File: src/rtl/line_raster_pkg.sv
package line_raster_pkg;

  // Strobes from control to datapath
  typedef struct packed {
    logic load;   // capture endpoints, initialise loop
    logic step;   // advance one pixel
  } dpCtl_t;

  typedef enum logic [1:0] {
    ST_IDLE = 2'd0,
    ST_DRAW = 2'd1,
    ST_FIN  = 2'd2
  } rasterState_t;

endpackage

File: src/rtl/line_raster_dp.sv
module line_raster_dp
  import line_raster_pkg::*;
#(
  parameter int COORD_W = 8
) (
  input  logic               clk,
  input  logic               rst,
  input  dpCtl_t             ctl,
  input  logic [COORD_W-1:0] xStart,
  input  logic [COORD_W-1:0] yStart,
  input  logic [COORD_W-1:0] xEnd,
  input  logic [COORD_W-1:0] yEnd,
  output logic [COORD_W-1:0] curX,
  output logic [COORD_W-1:0] curY,
  output logic               atEnd
);

  // Three extra bits: sign, doubling of err, and headroom for err+dx+dy
  localparam int ERR_W = COORD_W + 3;
  localparam int PAD_W = ERR_W - COORD_W;
  localparam logic [COORD_W-1:0]      ONE_C  = COORD_W'(1);
  localparam logic signed [ERR_W-1:0] ZERO_E = '0;

  // Endpoint differences, formed from the raw inputs at load time
  logic signed [ERR_W-1:0] diffX, diffY, absX, absY, errInit;

  always_comb begin
    diffX   = $signed({{PAD_W{1'b0}}, xEnd}) - $signed({{PAD_W{1'b0}}, xStart});
    diffY   = $signed({{PAD_W{1'b0}}, yEnd}) - $signed({{PAD_W{1'b0}}, yStart});
    absX    = diffX[ERR_W-1] ? -diffX : diffX;
    absY    = diffY[ERR_W-1] ? -diffY : diffY;
    errInit = absX - absY;
  end

  // Loop state
  logic [COORD_W-1:0]      endX, endY;
  logic signed [ERR_W-1:0] dxR, dyR, err;
  logic                    xNeg, yNeg;

  logic signed [ERR_W-1:0] e2, errNext;
  logic                    moveX, moveY;
  logic [COORD_W-1:0]      nextX, nextY;

  always_comb begin
    e2      = err <<< 1;
    moveX   = (e2 >= dyR);
    moveY   = (e2 <= dxR);
    errNext = err + (moveX ? dyR : ZERO_E) + (moveY ? dxR : ZERO_E);
    nextX   = curX;
    nextY   = curY;
    if (moveX) nextX = xNeg ? (curX - ONE_C) : (curX + ONE_C);
    if (moveY) nextY = yNeg ? (curY - ONE_C) : (curY + ONE_C);
  end

  always_ff @(posedge clk or posedge rst) begin
    if (rst) begin
      curX <= '0;
      curY <= '0;
      endX <= '0;
      endY <= '0;
      dxR  <= '0;
      dyR  <= '0;
      err  <= '0;
      xNeg <= 1'b0;
      yNeg <= 1'b0;
    end else if (ctl.load) begin
      curX <= xStart;
      curY <= yStart;
      endX <= xEnd;
      endY <= yEnd;
      dxR  <= absX;
      dyR  <= -absY;
      err  <= errInit;
      xNeg <= diffX[ERR_W-1];
      yNeg <= diffY[ERR_W-1];
    end else if (ctl.step) begin
      curX <= nextX;
      curY <= nextY;
      err  <= errNext;
    end
  end

  assign atEnd = (curX == endX) && (curY == endY);


  pix_adjacent_chk: assert property (@(posedge clk) disable iff (rst)
    ctl.step |=> ((curX == $past(curX)) || (curX == $past(curX) + ONE_C) || (curX == $past(curX) - ONE_C)) &&
                 ((curY == $past(curY)) || (curY == $past(curY) + ONE_C) || (curY == $past(curY) - ONE_C)));


  pix_moves_chk: assert property (@(posedge clk) disable iff (rst)
    ctl.step |=> ((curX != $past(curX)) || (curY != $past(curY))));


  load_origin_chk: assert property (@(posedge clk) disable iff (rst)
    ctl.load |=> (curX == $past(xStart)) && (curY == $past(yStart)));

endmodule

File: src/rtl/line_raster_ctrl.sv
module line_raster_ctrl
  import line_raster_pkg::*;
(
  input  logic   clk,
  input  logic   rst,
  input  logic   start,
  input  logic   atEnd,
  output dpCtl_t ctl,
  output logic   ready,
  output logic   pixValid,
  output logic   done
);

  rasterState_t state, stateNext;

  always_ff @(posedge clk or posedge rst) begin
    if (rst) state <= ST_IDLE;
    else     state <= stateNext;
  end

  always_comb begin
    stateNext = state;
    unique case (state)
      ST_IDLE: if (start) stateNext = ST_DRAW;
      ST_DRAW: if (atEnd) stateNext = ST_FIN;
      ST_FIN:  stateNext = ST_IDLE;
      default: stateNext = ST_IDLE;
    endcase
  end

  always_comb begin
    ctl.load = (state == ST_IDLE) && start;
    ctl.step = (state == ST_DRAW) && !atEnd;
  end

  assign ready    = (state == ST_IDLE);
  assign pixValid = (state == ST_DRAW);
  assign done     = (state == ST_FIN);


  start_accept_chk: assert property (@(posedge clk) disable iff (rst)
    (ready && start) |=> (pixValid && !ready));


  done_after_last_chk: assert property (@(posedge clk) disable iff (rst)
    (pixValid && atEnd) |=> (done && !pixValid));


  done_pulse_chk: assert property (@(posedge clk) disable iff (rst)
    done |=> (!done && ready));


  busy_hold_chk: assert property (@(posedge clk) disable iff (rst)
    (pixValid && !atEnd) |=> (pixValid && !ready));

endmodule

File: src/rtl/line_raster.sv
module line_raster
  import line_raster_pkg::*;
#(
  parameter int COORD_W = 8
) (
  input  logic               clk,
  input  logic               rst,
  input  logic               start,
  input  logic [COORD_W-1:0] xStart,
  input  logic [COORD_W-1:0] yStart,
  input  logic [COORD_W-1:0] xEnd,
  input  logic [COORD_W-1:0] yEnd,
  output logic               ready,
  output logic               pixValid,
  output logic [COORD_W-1:0] pixX,
  output logic [COORD_W-1:0] pixY,
  output logic               done
);

  dpCtl_t ctl;
  logic   atEnd;

  line_raster_ctrl u_ctrl (
    .clk      (clk),
    .rst      (rst),
    .start    (start),
    .atEnd    (atEnd),
    .ctl      (ctl),
    .ready    (ready),
    .pixValid (pixValid),
    .done     (done)
  );

  line_raster_dp #(.COORD_W(COORD_W)) u_dp (
    .clk    (clk),
    .rst    (rst),
    .ctl    (ctl),
    .xStart (xStart),
    .yStart (yStart),
    .xEnd   (xEnd),
    .yEnd   (yEnd),
    .curX   (pixX),
    .curY   (pixY),
    .atEnd  (atEnd)
  );

endmodule

File: config.mk
export PLATFORM = sky130hd
export DESIGN_NAME = line_raster
export DESIGN_NICKNAME = d
export VERILOG_FILES = /design/src/rtl/line_raster_pkg.sv /design/src/rtl/line_raster_dp.sv /design/src/rtl/line_raster_ctrl.sv /design/src/rtl/line_raster.sv
export SDC_FILE = /design/constraint.sdc
export NUM_CORES = 1
export LEC_CHECK = 0
export BUFFER_PORTS_ARGS = -buffer_cell sky130_fd_sc_hd__buf_2
export CORE_AREA = 2 2 112 114
export CTS_BUF_LIST = sky130_fd_sc_hd__clkbuf_8
export DETAILED_ROUTE_END_ITERATION = 6
export DIE_AREA = 0 0 114 116
export PLACE_DENSITY = 0.73
export SLEW_MARGIN = 20
export SYNTH_ARGS = -nofsm -noshare
export SYNTH_HDL_FRONTEND = slang
export SYNTH_SLANG_ARGS = --single-unit
export TNS_END_PERCENT = 10
File: constraint.sdc
create_clock -name clk -period 4.25 [get_ports clk]
set_input_delay 0 -clock clk [delete_from_list [all_inputs] [get_ports clk]]
set_output_delay 0 -clock clk [all_outputs]
set_load 0.1 [all_outputs]
# Word-level counts from Yosys, hierarchy flattened
# Index checks and enable logic that the tools add are counted.
[totals]
reg_bits = 69
input_bits = 35
output_inout_bits = 19
word_cells = 58
[op_classes]
addsub = 12
magnitude_cmp = 2
eq_ne = 6
mux = 17
reduce_logical = 11
[op_table]
columns = ["op", "n"]
rows = [
  ["two-way mux 11 bit", 6],
  ["two-way mux 8 bit", 8],
  ["negator 11 bit", 3],
  ["adder 11 bit", 2],
  ["subtractor 8 x 8 -> 9 bit", 2],
  ["adder 8 x 1 -> 8 bit, second input constant", 2],
  ["equality test 8 bit", 2],
  ["subtractor 8 x 1 -> 8 bit, second input constant", 2],
  [">= comparator 11 bit", 1],
  ["<= comparator 11 bit", 1],
  ["subtractor 11 bit", 1],
  ["AND reduction 2 bit", 3],
  ["nonzero test 2 bit", 3],
  ["two-way mux 2 bit", 2],
  ["one-hot mux 2 bit (2 select lines)", 1],
  ["logical AND 1 bit", 3],
  ["equality test 2 x 1 -> 1 bit, second input constant", 1],
  ["equality test 2 bit, second input constant", 1],
  ["zero test 2 bit", 1],
  ["!= test 2 x 1 -> 1 bit, second input constant", 1],
  ["!= test 2 bit, second input constant", 1],
  ["zero test 1 bit", 1],
]

# Depth between registers and ports, before layout
# Gate-level depths: netlist of run 1.
[depth]
depth_word = 6
ltp_mapped = 22

# Modules after synthesis
# A second synthesis of run 1 with hierarchy kept.
[unflattened]
hier_cells = 674
area_unflattened_um2 = 6148.4
[by_module_without_submodules]
columns = ["module", "n_inst", "cells_each", "area_each_um2", "seq_area_each_um2"]
rows = [
  ["line_raster_dp", 1, 663, 6037.0, 1651.6],
  ["line_raster_ctrl", 1, 11, 111.4, 50.0],
]

# Worst setup path after synthesis of run 1
# No wires, ideal clock.
[synth_timing]
path_type = "register to register"
from = "reg u_dp.err[7]"
to = "reg u_dp.err[9]"
t_arrival_ps = 4514
setup_slack_ps = -390
stages_incl_launch_ff = 19
n_path_buf = 1
period_less_slack_ps = 4640
cell_sequence = "dfrtp_1 -> ha_1 -> a21o_1 -> a2111oi_0 -> a21o_1 -> clkbuf_1 -> nand2_1 -> fa_1 -> inv_1 -> ha_1 -> fa_1 -> a21o_1 -> a21oi_1 -> o21ai_0 -> o41ai_1 -> xnor2_1 -> xnor2_1 -> xnor2_1 -> a221o_1"
[synth_via]
elab_chain_len = 6
elab_cells_between_ends = 8
cone_classes = "add/sub (2); order compare (2); mux (4)"
[synth_rtl]
columns = ["element", "line_no", "rtl"]
rows = [
  ["start, declared", "line_raster_dp.sv:37", "logic signed [ERR_W-1:0] dxR, dyR, err;"],
  ["start signal, assigned", "line_raster_dp.sv:73", "err <= errInit;"],
  ["start signal, assigned", "line_raster_dp.sv:79", "err <= errNext;"],
  [">= comparator 11 bit", "line_raster_dp.sv:46", "moveX = (e2 >= dyR);"],
  ["two-way mux 11 bit", "line_raster_dp.sv:48", "errNext = err + (moveX ? dyR : ZERO_E) + (moveY ? dxR : ZERO_E);"],
  ["adder 11 bit", "line_raster_dp.sv:48", ""],
  ["adder 11 bit (*)", "line_raster_dp.sv:48", ""],
  ["two-way mux 11 bit (*)", "line_raster_dp.sv:76", "end else if (ctl.step) begin"],
  ["two-way mux 11 bit (*)", "line_raster_dp.sv:66", "end else if (ctl.load) begin"],
]
# Mark *: on every way between the ends. The rest lies on a longest branch, timed or not. The select of a mux whose other input is x is not followed.
# A chain may end at the register's enable or synchronous reset.

# Worst setup path in the final report of run 1
[layout_timing]
from = "reg u_dp.err[3]"
to = "reg u_dp.err[9]"
# The elaborated chain is that of the path after synthesis.

==> impl_metrics.yaml, run 1 <==
status:
  status: "finished, violations left"
  violations: "negative setup slack"
clock_network:
  clk_path_buf_depth: 2
  clk_pin_slew_worst_paths_ps: 80
  cts_buffers: 9
  htreeDepth: 3
  cts_tree: "yes"
  cts_sinks: 68
  root_buffer: "clkbuf_8"
  clk_latency_ps: 380
cells_and_area:
  multi_input_area_sq_mm: 0.00422
  final_cell_mix: "107 x nand2_1, 92 x inv_1, 67 x dfrtp_1, 64 x ha_1, 53 x buf_2"
  regArea_sq_mm: 0.00170
  final_util_pct: 63.4
  drive_gt1_share_pct: 19.3
  nets: 969
  fillers: 1002
  instances_no_fill: 1003
  final_common_cell: "nand2_1"
  diodes: 0
  syn_to_final_growth_pct: 21.9
synth:
  synth.distinct_cells: 65
  syn_area_sq_mm: 0.00620
  synth_top_area_share_pct: 27.5
  synth_flop_cell: "dfrtp_1"
  yosysWarnings: 0
  ys_seq_area_share_pct: 27.5
  synthArstFlopShare_pct: 100
  synth_area_leaders: "dfrtp_1 27%, ha_1 14%, nand2_1 6.6%"
  synth_edf_count: 0
  postSynthAreaPerCell_sq_um: 8.42
  yosys.area.top_type: "dfrtp_1"
  synth_cells: 736
  ys_ff_latch: 68
  syn_nets: 854
floorplan:
  die-area_sq_mm: 0.0132
  die_y_um: 116
  rows: 40
  core-area_sq_mm: 0.0119
  pin_count: 54
  die_w_um: 114
  start_util_pct: 52.0
power:
  ir_worst_vdd_v: 0.000603
  total_leakage_power_nw: 3.75
  p_comb_share_pct: 74.0
  power_switching_mw: 3.46
  p_sw_share_pct: 51.4
  p_int_mw: 3.26
  sequentialPowerShare_pct: 18.3
  clkPwrFrac_pct: 7.7
  power-per-cell-area_mw_per_mm2: 889
drt:
  routed_wl_mm: 16.7
  vias: 5696
  remaining_drc_errors: 0
  routedWlPerCell_um: 16.7
  drtIter0Drc: 289
  avgViaCountPerCell: 5.68
  ant_nets: 0
  drt-pass1-iter-count: 7
timing:
  relSlewSlack_pct: 42.2
  setup_ws_ps: -10.5
  final-hold-violation-count: 0
  rsz0062_at_grt: "yes"
  worst_pin_slew_ps: 857
  setup_viol: 1
  hold-worst-slack_ps: 21.5
  max_freq_mhz: 235
  clock_skew_ps: 17.1
  slew_violations: 0
  finalCritPeriodShare_pct: 100
  setup_tns_ps: -10.5
  period_needed_ps: 4260
worst_setup_path:
  critical-path-max-stage-delay_ps: 490
  crit_start: "u_dp.err[3]"
  path_max_fanout: 3
  crit_path_cell_trace: "ha_4, a21o_1, a21oi_2, nor2b_1, o21ai_1, a21oi_2, nor2_4, a21oi_4, buf_6, nand2_4, fa_1, inv_2, ha_4, fa_2, a21o_1, a21oi_2, o21ai_2, o41ai_2, xnor2_1, xnor2_1, xnor2_1, a221o_1"
  cp_slowest_cell: "fa_1"
  r2r_start: "u_dp.err[3]"
  r2r-end: "u_dp.err[9]"
  worstSetupEndpointType: "register"
  r2r_cells: 22
  critical_path_class: "register to register"
  cp_data_required_time_ps: 4510
  crit_end: "u_dp.err[9]"
  arrival_ps: 4520
  r2r_slack_ps: -10
  start_kind: "register"
placed_design:
  gp_congestion: 0.935
  port_buffers: 53
  dp_hpwl_mm: 12.7
  pre_cts_ws_ps: -174
  dp.cells: 952
global_routing:
  grt_max_degree: 69
  antenna_found_initial: 0
  grt_pass1_wl_mm: 27.9
  grt_usage_pct: 26.9
  first_global_vias: 5844
  grt_overflow_total: 0
job:
  drv_cap: 0
worst_hold_path:
  min_path_type: "primary input to register"
## repair_timing
item / 4_1_cts / 5_1_grt
hold buffers: 30 / 0
endpoints found under the hold margin: 97 / 0
setup endpoints to repair: 2 / 4
pin swaps: 17 / 6
resized for setup: 14 / 15
buffers inserted: 5 / 0
## worst min-delay path by stage
stage | to | startpoint | depth (start not counted) | slack (ps)
2_1_floorplan | u_dp.endX[1] | xEnd[1] | 2 | 110
3_3_place_gp | u_dp.endX[3] | xEnd[3] | 3 | 220
3_5_place_dp | u_dp.endX[2] | xEnd[2] | 3 | 230
4_1_cts | u_dp.curX[5] | xStart[5] | 4 | 4
5_1_grt | u_dp.curX[7] | xStart[7] | 4 | 30
6_report | u_dp.curX[7] | xStart[7] | 4 | 20
## stage by stage
step | area (sq um) | power, mW
CTS | 7520 | 6.61
global placement | 6910 | 5.72
finish | 7550 | 6.72
detailed placement | 6910 | 5.90
floorplan | 6270 | 4.68
global route | 7550 | 7.29
## cell families after synthesis
| family | Yosys count | share of synthesized area, % |
|---|---|---|
| flops | 68 | 27.5 |
| fa+ha+maj | 83 | 18.6 |
| buf+inv | 117 | 7.23 |
| xor+xnor | 69 | 9.87 |
| mux | 13 | 2.28 |
| simple gates | 217 | 15.8 |
| compound gates | 169 | 18.8 |
## worst max-delay path: cells and delay by family (launching register included)
| family | cells | cell delay, ps |
|---|---|---|
| AO/OA/AOI/OAI | 10 | 1590 |
| XOR/XNOR | 3 | 420 |
| adder cells (fa/ha/maj) | 4 | 1260 |
| buffers and inverters | 2 | 190 |
| flip-flops | 1 | 450 |
| AND/OR/NAND/NOR | 3 | 220 |
## cell type report
| cell class | instances | area share (%) |
|---|---|---|
| inverters | 94 | 4.67 |
| well taps | 147 | 2.43 |
| flip-flops and latches | 68 | 22.5 |
| clock inverters | 5 | 0.480 |
| multi-input cells | 551 | 55.9 |
| repair buffers | 127 | 12.0 |
| clock buffers | 11 | 2.00 |
## cell usage after synthesis (5+ instances only)
cell	instances
o21a_1	7
nand3_1	6
nand2_1	109
nor2_1	41
nor2b_1	13
dfrtp_1	68
a21o_1	17
a21oi_1	41
xor2_1	31
a21boi_0	5
o31ai_1	5
mux2_2	9
nor3_1	11
clkbuf_1	20
a221o_1	9
o221ai_1	6
inv_1	94
fa_1	15
ha_1	68
xnor2_1	37
o21ai_0	35
nand4_1	6
nor4_1	7
## routing by layer
metal / global-route usage (%) / part of all wire [%] / routed length [um] / vias up
met5: 0 / 0 / 0 / -
met4: 11.0 / 2.8 / 477 / 0
met3: 3.29 / 5.4 / 903 / 40
met2: 46.0 / 48 / 7960 / 179
met1: 34.8 / 44 / 7400 / 2726
li1: - / - / - / 2751
## power by group through the flow
stage | sequential [mW] | combinational (mW) | clock [mW]
6_report | 1.23 | 4.97 | 0.515
5_1_grt | 1.26 | 5.48 | 0.549
4_1_cts | 1.22 | 4.87 | 0.520
3_5_place_dp | 1.22 | 4.67 | 0
3_3_place_gp | 1.20 | 4.51 | 0
2_1_floorplan | 1.70 | 2.98 | 0
## registers in the layout, summed over array words and instances (netlist names)
register / cells
u_dp.curY: 8
u_dp.curX: 8
u_dp.xNeg: 1
u_dp.yNeg: 1
u_dp.endY: 8
u_ctrl.state: 2
u_dp.endX: 8
u_dp.dxR: 11
u_dp.err: 10
u_dp.dyR: 11
Note: power is estimated with default switching activity, not from simulation.
==> inputs of run 2 (changes only) <==
- CTS_BUF_LIST: sky130_fd_sc_hd__clkbuf_8 -> sky130_fd_sc_hd__clkbuf_4 sky130_fd_sc_hd__clkbuf_8
==> impl_metrics.yaml, run 2 (synthesis gave the netlist of run 1 again) <==
clock_network:
  clk_latency_ps: 380
  cts_tree: "yes"
  clk_pin_slew_worst_paths_ps: 80
  htreeDepth: 3
  clk_path_buf_depth: 2
  cts_buffers: 9
  root_buffer: "clkbuf_8"
  cts_sinks: 68
worst_setup_path:
  critical-path-max-stage-delay_ps: 490
  critPathTopFamily: "compound AO/OA/AOI/OAI gates"
  critical_path_class: "register to register"
  cp_slowest_cell: "fa_1"
  crit_path_cell_trace: "ha_4, a21o_1, a21oi_2, nor2b_1, o21ai_1, a21oi_2, nor2_4, a21oi_4, buf_6, nand2_4, fa_1, inv_2, ha_4, fa_2, a21o_1, a21oi_2, o21ai_2, o41ai_2, xnor2_1, xnor2_1, xnor2_1, a221o_1"
  worstSetupEndpointType: "register"
  arrival_ps: 4520
  crit_start: "u_dp.err[3]"
  cp_data_required_time_ps: 4510
  crit_end: "u_dp.err[9]"
  r2r_slack_ps: -20
  start_kind: "register"
  path_max_fanout: 3
  path_buf_inv: 2
  r2r_start: "u_dp.err[3]"
  r2r-end: "u_dp.err[9]"
  r2r_cells: 22
  crit_cells: 22
timing:
  rsz0062_at_grt: "yes"
  setup_viol: 1
  clock_skew_ps: 16.9
  finalCritPeriodShare_pct: 100
  period_needed_ps: 4270
  final-hold-violation-count: 0
  setup_tns_ps: -17.0
  hold-worst-slack_ps: 19.6
  worst_pin_slew_ps: 845
  max_freq_mhz: 234
  slew_violations: 0
  relSlewSlack_pct: 42.9
  setup_ws_ps: -17.0
cells_and_area:
  final_area_sq_mm: 0.00756
  syn_to_final_growth_pct: 21.9
  final_cell_mix: "107 x nand2_1, 91 x inv_1, 67 x dfrtp_1, 64 x ha_1, 53 x buf_2"
  diodes: 0
  reg_top3: "u_dp.dxR: 11 flops, u_dp.dyR: 11 flops, u_dp.err: 10 flops"
  fillers: 999
  final_common_cell: "nand2_1"
  nets: 969
  drive_gt1_share_pct: 19.4
  multi_input_area_sq_mm: 0.00422
  regArea_sq_mm: 0.00170
floorplan:
  die-area_sq_mm: 0.0132
  pin_count: 54
  die_y_um: 116
  rows: 40
  die_w_um: 114
  core-area_sq_mm: 0.0119
  start_util_pct: 52.0
job:
  drv_cap: 0
drt:
  avgViaCountPerCell: 5.69
  vias: 5705
  ant_nets: 0
  drt-pass1-iter-count: 5
  routed_wl_mm: 16.7
  routedWlPerCell_um: 16.7
  remaining_drc_errors: 0
  drtIter0Drc: 289
power:
  power_switching_mw: 3.46
  p_int_mw: 3.27
  clkPwrFrac_pct: 7.8
  ir_worst_vdd_v: 0.000602
  power-per-cell-area_mw_per_mm2: 890
  sequentialPowerShare_pct: 18.3
  total_leakage_power_nw: 3.75
  p_comb_share_pct: 74.0
  p_sw_share_pct: 51.4
placed_design:
  dp_hpwl_mm: 12.7
  dpl_cell_area_sq_mm: 0.00691
  gp_congestion: 0.935
  port_buffers: 53
status:
  violations: "negative setup slack"
  status: "finished, violations left"
global_routing:
  grt_overflow_total: 0
  grt_max_degree: 69
  grt_usage_pct: 26.8
  antenna_found_initial: 0
  first_global_vias: 5850
  grt_pass1_wl_mm: 27.9
worst_hold_path:
  min_path_type: "primary input to register"
==> run 2: how the worst min path moves through the flow <==
stage | start | to | slack [ps] | cells past startpoint
after detailed placement | xEnd[2] | u_dp.endX[2] | 230 | 3
after global routing | xStart[7] | u_dp.curX[7] | 30 | 4
after floorplan | xEnd[1] | u_dp.endX[1] | 110 | 2
after CTS | xStart[5] | u_dp.curX[5] | 4 | 4
final | xStart[7] | u_dp.curX[7] | 20 | 4
after global placement | xEnd[3] | u_dp.endX[3] | 220 | 3
==> run 2: cell type report <==
cell class | count | share of cell area, %
clock inverter | 4 | 0.430
timing repair buffer | 127 | 12.0
inverter | 94 | 4.67
clock buffer | 12 | 2.10
tap | 147 | 2.43
sequential | 68 | 22.5
multi-input combinational | 551 | 55.8
==> run 2: what timing repair did <==
item / 4_1_cts / 5_1_grt
setup endpoints to repair: 2 / 4
buffers inserted: 5 / 0
resized for setup: 14 / 15
pin swaps: 17 / 6
hold endpoints to repair: 97 / 0
hold buffers: 30 / 0
==> run 2: worst reg2reg max path, delay by kind of cell, from the launching register on <==
family	cells	cell delay, ps
AND/OR/NAND/NOR	3	220
XOR/XNOR	3	420
AO/OA/AOI/OAI	10	1590
buffers and inverters	2	190
adder cells (fa/ha/maj)	4	1260
flip-flops	1	450
==> run 2: power groups by stage <==
stage	Combinational (mW)	Clock, mW	Sequential [mW]
after floorplan	2.98	0	1.70
after global placement	4.51	0	1.20
after detailed placement	4.67	0	1.22
after CTS	4.87	0.529	1.22
after global routing	5.48	0.553	1.26
final	4.98	0.523	1.23
==> run 2: through the flow <==
stage	setup slack (ps)	total power, mW	utilization, %	cells
2_1_floorplan	-10.2	4.68	-	736
3_3_place_gp	-93.5	5.72	58.0	952
3_5_place_dp	-174	5.90	58.0	952
4_1_cts	-8.11	6.61	63.1	1003
5_1_grt	-244	7.30	63.5	1003
6_report	-17.0	6.73	63.5	1003
==> run 2: per-layer routing <==
metal | vias up | GRT usage [%] | wire length [um]
met1 | 2732 | 34.6 | 7390
li1 | 2748 | - | -
met3 | 43 | 3.29 | 875
met2 | 182 | 46.0 | 7950
met4 | 0 | 11.0 | 498
met5 | - | 0 | 0
==> inputs of run 3 (changes only) <==
- CORE_AREA: 2 2 112 114 -> 2 2 111 113
- DIE_AREA: 0 0 114 116 -> 0 0 113 115
- PLACE_DENSITY: 0.73 -> 0.74
- SYNTH_HIERARCHICAL: default -> 1
==> impl_metrics.yaml, run 3 <==
synth:
  postSynthAreaPerCell_sq_um: 9.12
  synth_compound_area_share_pct: 16.8
  synthArstFlopShare_pct: 100
  yosys.area.top_type: "dfrtp_1"
  syn_area_sq_mm: 0.00615
  synth_top_area_share_pct: 27.7
  synth_edf_count: 0
  ys_ff_latch: 68
  syn_nets: 792
  yosysWarnings: 6
  ys_seq_area_share_pct: 27.7
  synth_xor_area_share_pct: 9.12
  synth_top_family_by_area: "adder cells"
  synth.distinct_cells: 68
  synth_fa_ha_area_share_pct: 18.7
  synth_cells: 674
  synth_common_cells: "71 x inv_1, 68 x dfrtp_1, 68 x ha_1, 48 x xnor2_1, 47 x nor2_1"
  synth_area_leaders: "dfrtp_1 28%, ha_1 14%, xnor2_1 6.8%"
  synth_flop_cell: "dfrtp_1"
  synth_simple_gate_area_share_pct: 14.6
  synth.most_common_cell: "inv_1"
  synthMuxAreaShare_pct: 7.69
worst_setup_path:
  worstSetupEndpointType: "register"
  cp_data_required_time_ps: 4520
  r2r_start: "u_dp/dyR[1]"
  cp_slowest_cell: "or4b_4"
  critical-path-max-stage-delay_ps: 510
  r2r_slack_ps: -270
  path_max_fanout: 4
  r2r-end: "u_dp/err[9]"
  crit_path_cell_trace: "inv_2, ha_1, nor2b_1, o21a_1, o21a_1, o41ai_4, a21oi_2, and2_4, fa_1, ha_2, fa_2, a21o_1, a211oi_2, o21ai_2, and3_4, o2111a_1, or4b_4, o2111a_1, o221ai_2"
  r2r_cells: 19
  critical_path_class: "register to register"
  arrival_ps: 4790
  start_kind: "register"
cells_and_area:
  final_common_cell: "inv_1"
  fillers: 943
  reg_top3: "u_dp/dxR: 11 flops, u_dp/dyR: 11 flops, u_dp/err: 10 flops"
  diodes: 0
  multi_input_area_sq_mm: 0.00425
  nets: 935
  final_cell_mix: "69 x inv_1, 68 x dfrtp_1, 66 x ha_1, 63 x buf_4, 53 x buf_2"
  syn_to_final_growth_pct: 25.1
  regArea_sq_mm: 0.00170
  drive_gt1_share_pct: 25.3
  final_area_sq_mm: 0.00769
global_routing:
  grt_usage_pct: 26.5
  antenna_found_initial: 0
  grt_pass1_wl_mm: 27.6
  grt_max_degree: 46
  grt_overflow_total: 0
  first_global_vias: 5874
timing:
  rsz0062_at_grt: "yes"
  final-hold-violation-count: 0
  worst_pin_slew_ps: 891
  finalCritPeriodShare_pct: 106
  setup_viol: 1
  clock_skew_ps: 13.1
  relSlewSlack_pct: 40.6
  period_needed_ps: 4520
  setup_ws_ps: -267
  max_freq_mhz: 221
  slew_violations: 0
clock_network:
  clk_latency_ps: 360
  cts_sinks: 68
  htreeDepth: 3
  clk_path_buf_depth: 2
  cts_buffers: 9
  root_buffer: "clkbuf_8"
  clk_pin_slew_worst_paths_ps: 80
  cts_tree: "yes"
status:
  violations: "negative setup slack"
  status: "finished, violations left"
floorplan:
  start_util_pct: 52.1
  pin_count: 54
  core-area_sq_mm: 0.0118
  die_w_um: 113
  die-area_sq_mm: 0.0130
  die_y_um: 115
  rows: 40
power:
  p_sw_share_pct: 49.4
  p_comb_share_pct: 74.1
  power_switching_mw: 3.15
  power-per-cell-area_mw_per_mm2: 829
  total_leakage_power_nw: 3.70
  sequentialPowerShare_pct: 16.5
  clkPwrFrac_pct: 9.4
  p_int_mw: 3.23
  ir_worst_vdd_v: 0.000649
  totalPowerFinal_mw: 6.38
placed_design:
  port_buffers: 53
  dpl_cell_area_sq_mm: 0.00698
  gp_congestion: 0.887
  pre_cts_ws_ps: -384
  dp_hpwl_mm: 12.3
worst_hold_path:
  hold-path-endpoint: "u_dp/curX[7]"
  hp-start: "xStart[7]"
  min_path_type: "primary input to register"
  hold_depth: 3
drt:
  vias: 5511
  remaining_drc_errors: 0
  routedWlPerCell_um: 17.2
  avgViaCountPerCell: 5.69
  drtIter0Drc: 258
  routed_wl_mm: 16.7
  drt-pass1-iter-count: 5
  ant_nets: 0
job:
  drv_cap: 0
-- run 3: worst max path at each step --
stage / from / end / slack, ps / cells after the start
floorplan: u_dp/err[0] / u_dp/err[9] / -210 / 19
global placement: u_dp/dyR[1] / u_dp/err[9] / -250 / 19
detailed placement: u_dp/dyR[1] / u_dp/err[9] / -380 / 19
CTS: u_dp/dyR[1] / u_dp/err[9] / -300 / 19
global route: u_dp/dxR[9] / u_dp/err[9] / -470 / 19
finish: u_dp/dyR[1] / u_dp/err[9] / -270 / 19
-- run 3: kinds of logic (layout without fill, tap and decap cells) --
family / count (synthesis) / in the layout
AO/OA/AOI/OAI: 157 / 157
XOR/XNOR: 64 / 64
adder cells (fa/ha/maj): 83 / 83
buffers and inverters: 88 / 236
flip-flops: 68 / 68
multiplexers: 44 / 44
AND/OR/NAND/NOR: 170 / 170
-- run 3: routing by layer --
layer / global-route usage, % / part of all wire, % / vias to the layer above
li1: - / - / 2651
met1: 30.9 / 42 / 2658
met2: 48.7 / 51 / 153
met3: 3.32 / 3.7 / 49
met4: 12.0 / 3.7 / 0
met5: 0 / 0 / -
-- run 3: repair_timing --
item                       CTS  global route
cloned                       0             0
pin swaps                   10            18
setup endpoints to repair    2             4
hold endpoints to repair    61             0
setup buffers                5             1
resized for setup           11            17
hold buffers                33             0
-- run 3: cell type report --
cell class	instances	area share [%]
tap	147	2.39
clock buffer	11	1.89
clock inverter	5	0.976
inverter	71	3.46
sequential	68	22.1
timing repair buffer	149	13.9
multi-input combinational	518	55.3
-- run 3: metrics by stage --
stage / setup TNS [ps] / hold slack [ps] / utilization [%] / cells
after floorplan: -213 / -259 / - / 674
after global placement: -253 / -135 / 59.1 / 914
after detailed placement: -386 / -127 / 59.1 / 914
after CTS: -297 / 28.7 / 64.4 / 968
after global routing: -555 / 24.0 / 65.1 / 969
final: -267 / 15.7 / 65.1 / 969
-- run 3: power groups by stage --
stage | clock [mW] | sequential, mW | combinational [mW]
4_1_cts | 0.614 | 1.05 | 4.53
3_5_place_dp | 0 | 1.06 | 4.37
2_1_floorplan | 0 | 1.60 | 2.61
6_report | 0.601 | 1.05 | 4.73
3_3_place_gp | 0 | 1.05 | 4.22
5_1_grt | 0.639 | 1.08 | 5.16
-- run 3: worst max-delay path: cells and delay by family (launching register included) --
kind                       cells  cell delay [ps]
AOI/OAI and AO/OA             10             1740
and+or+nand+nor                4              970
buffers and inverters          1               40
DFF                            1              360
adders and majority gates      4             1330
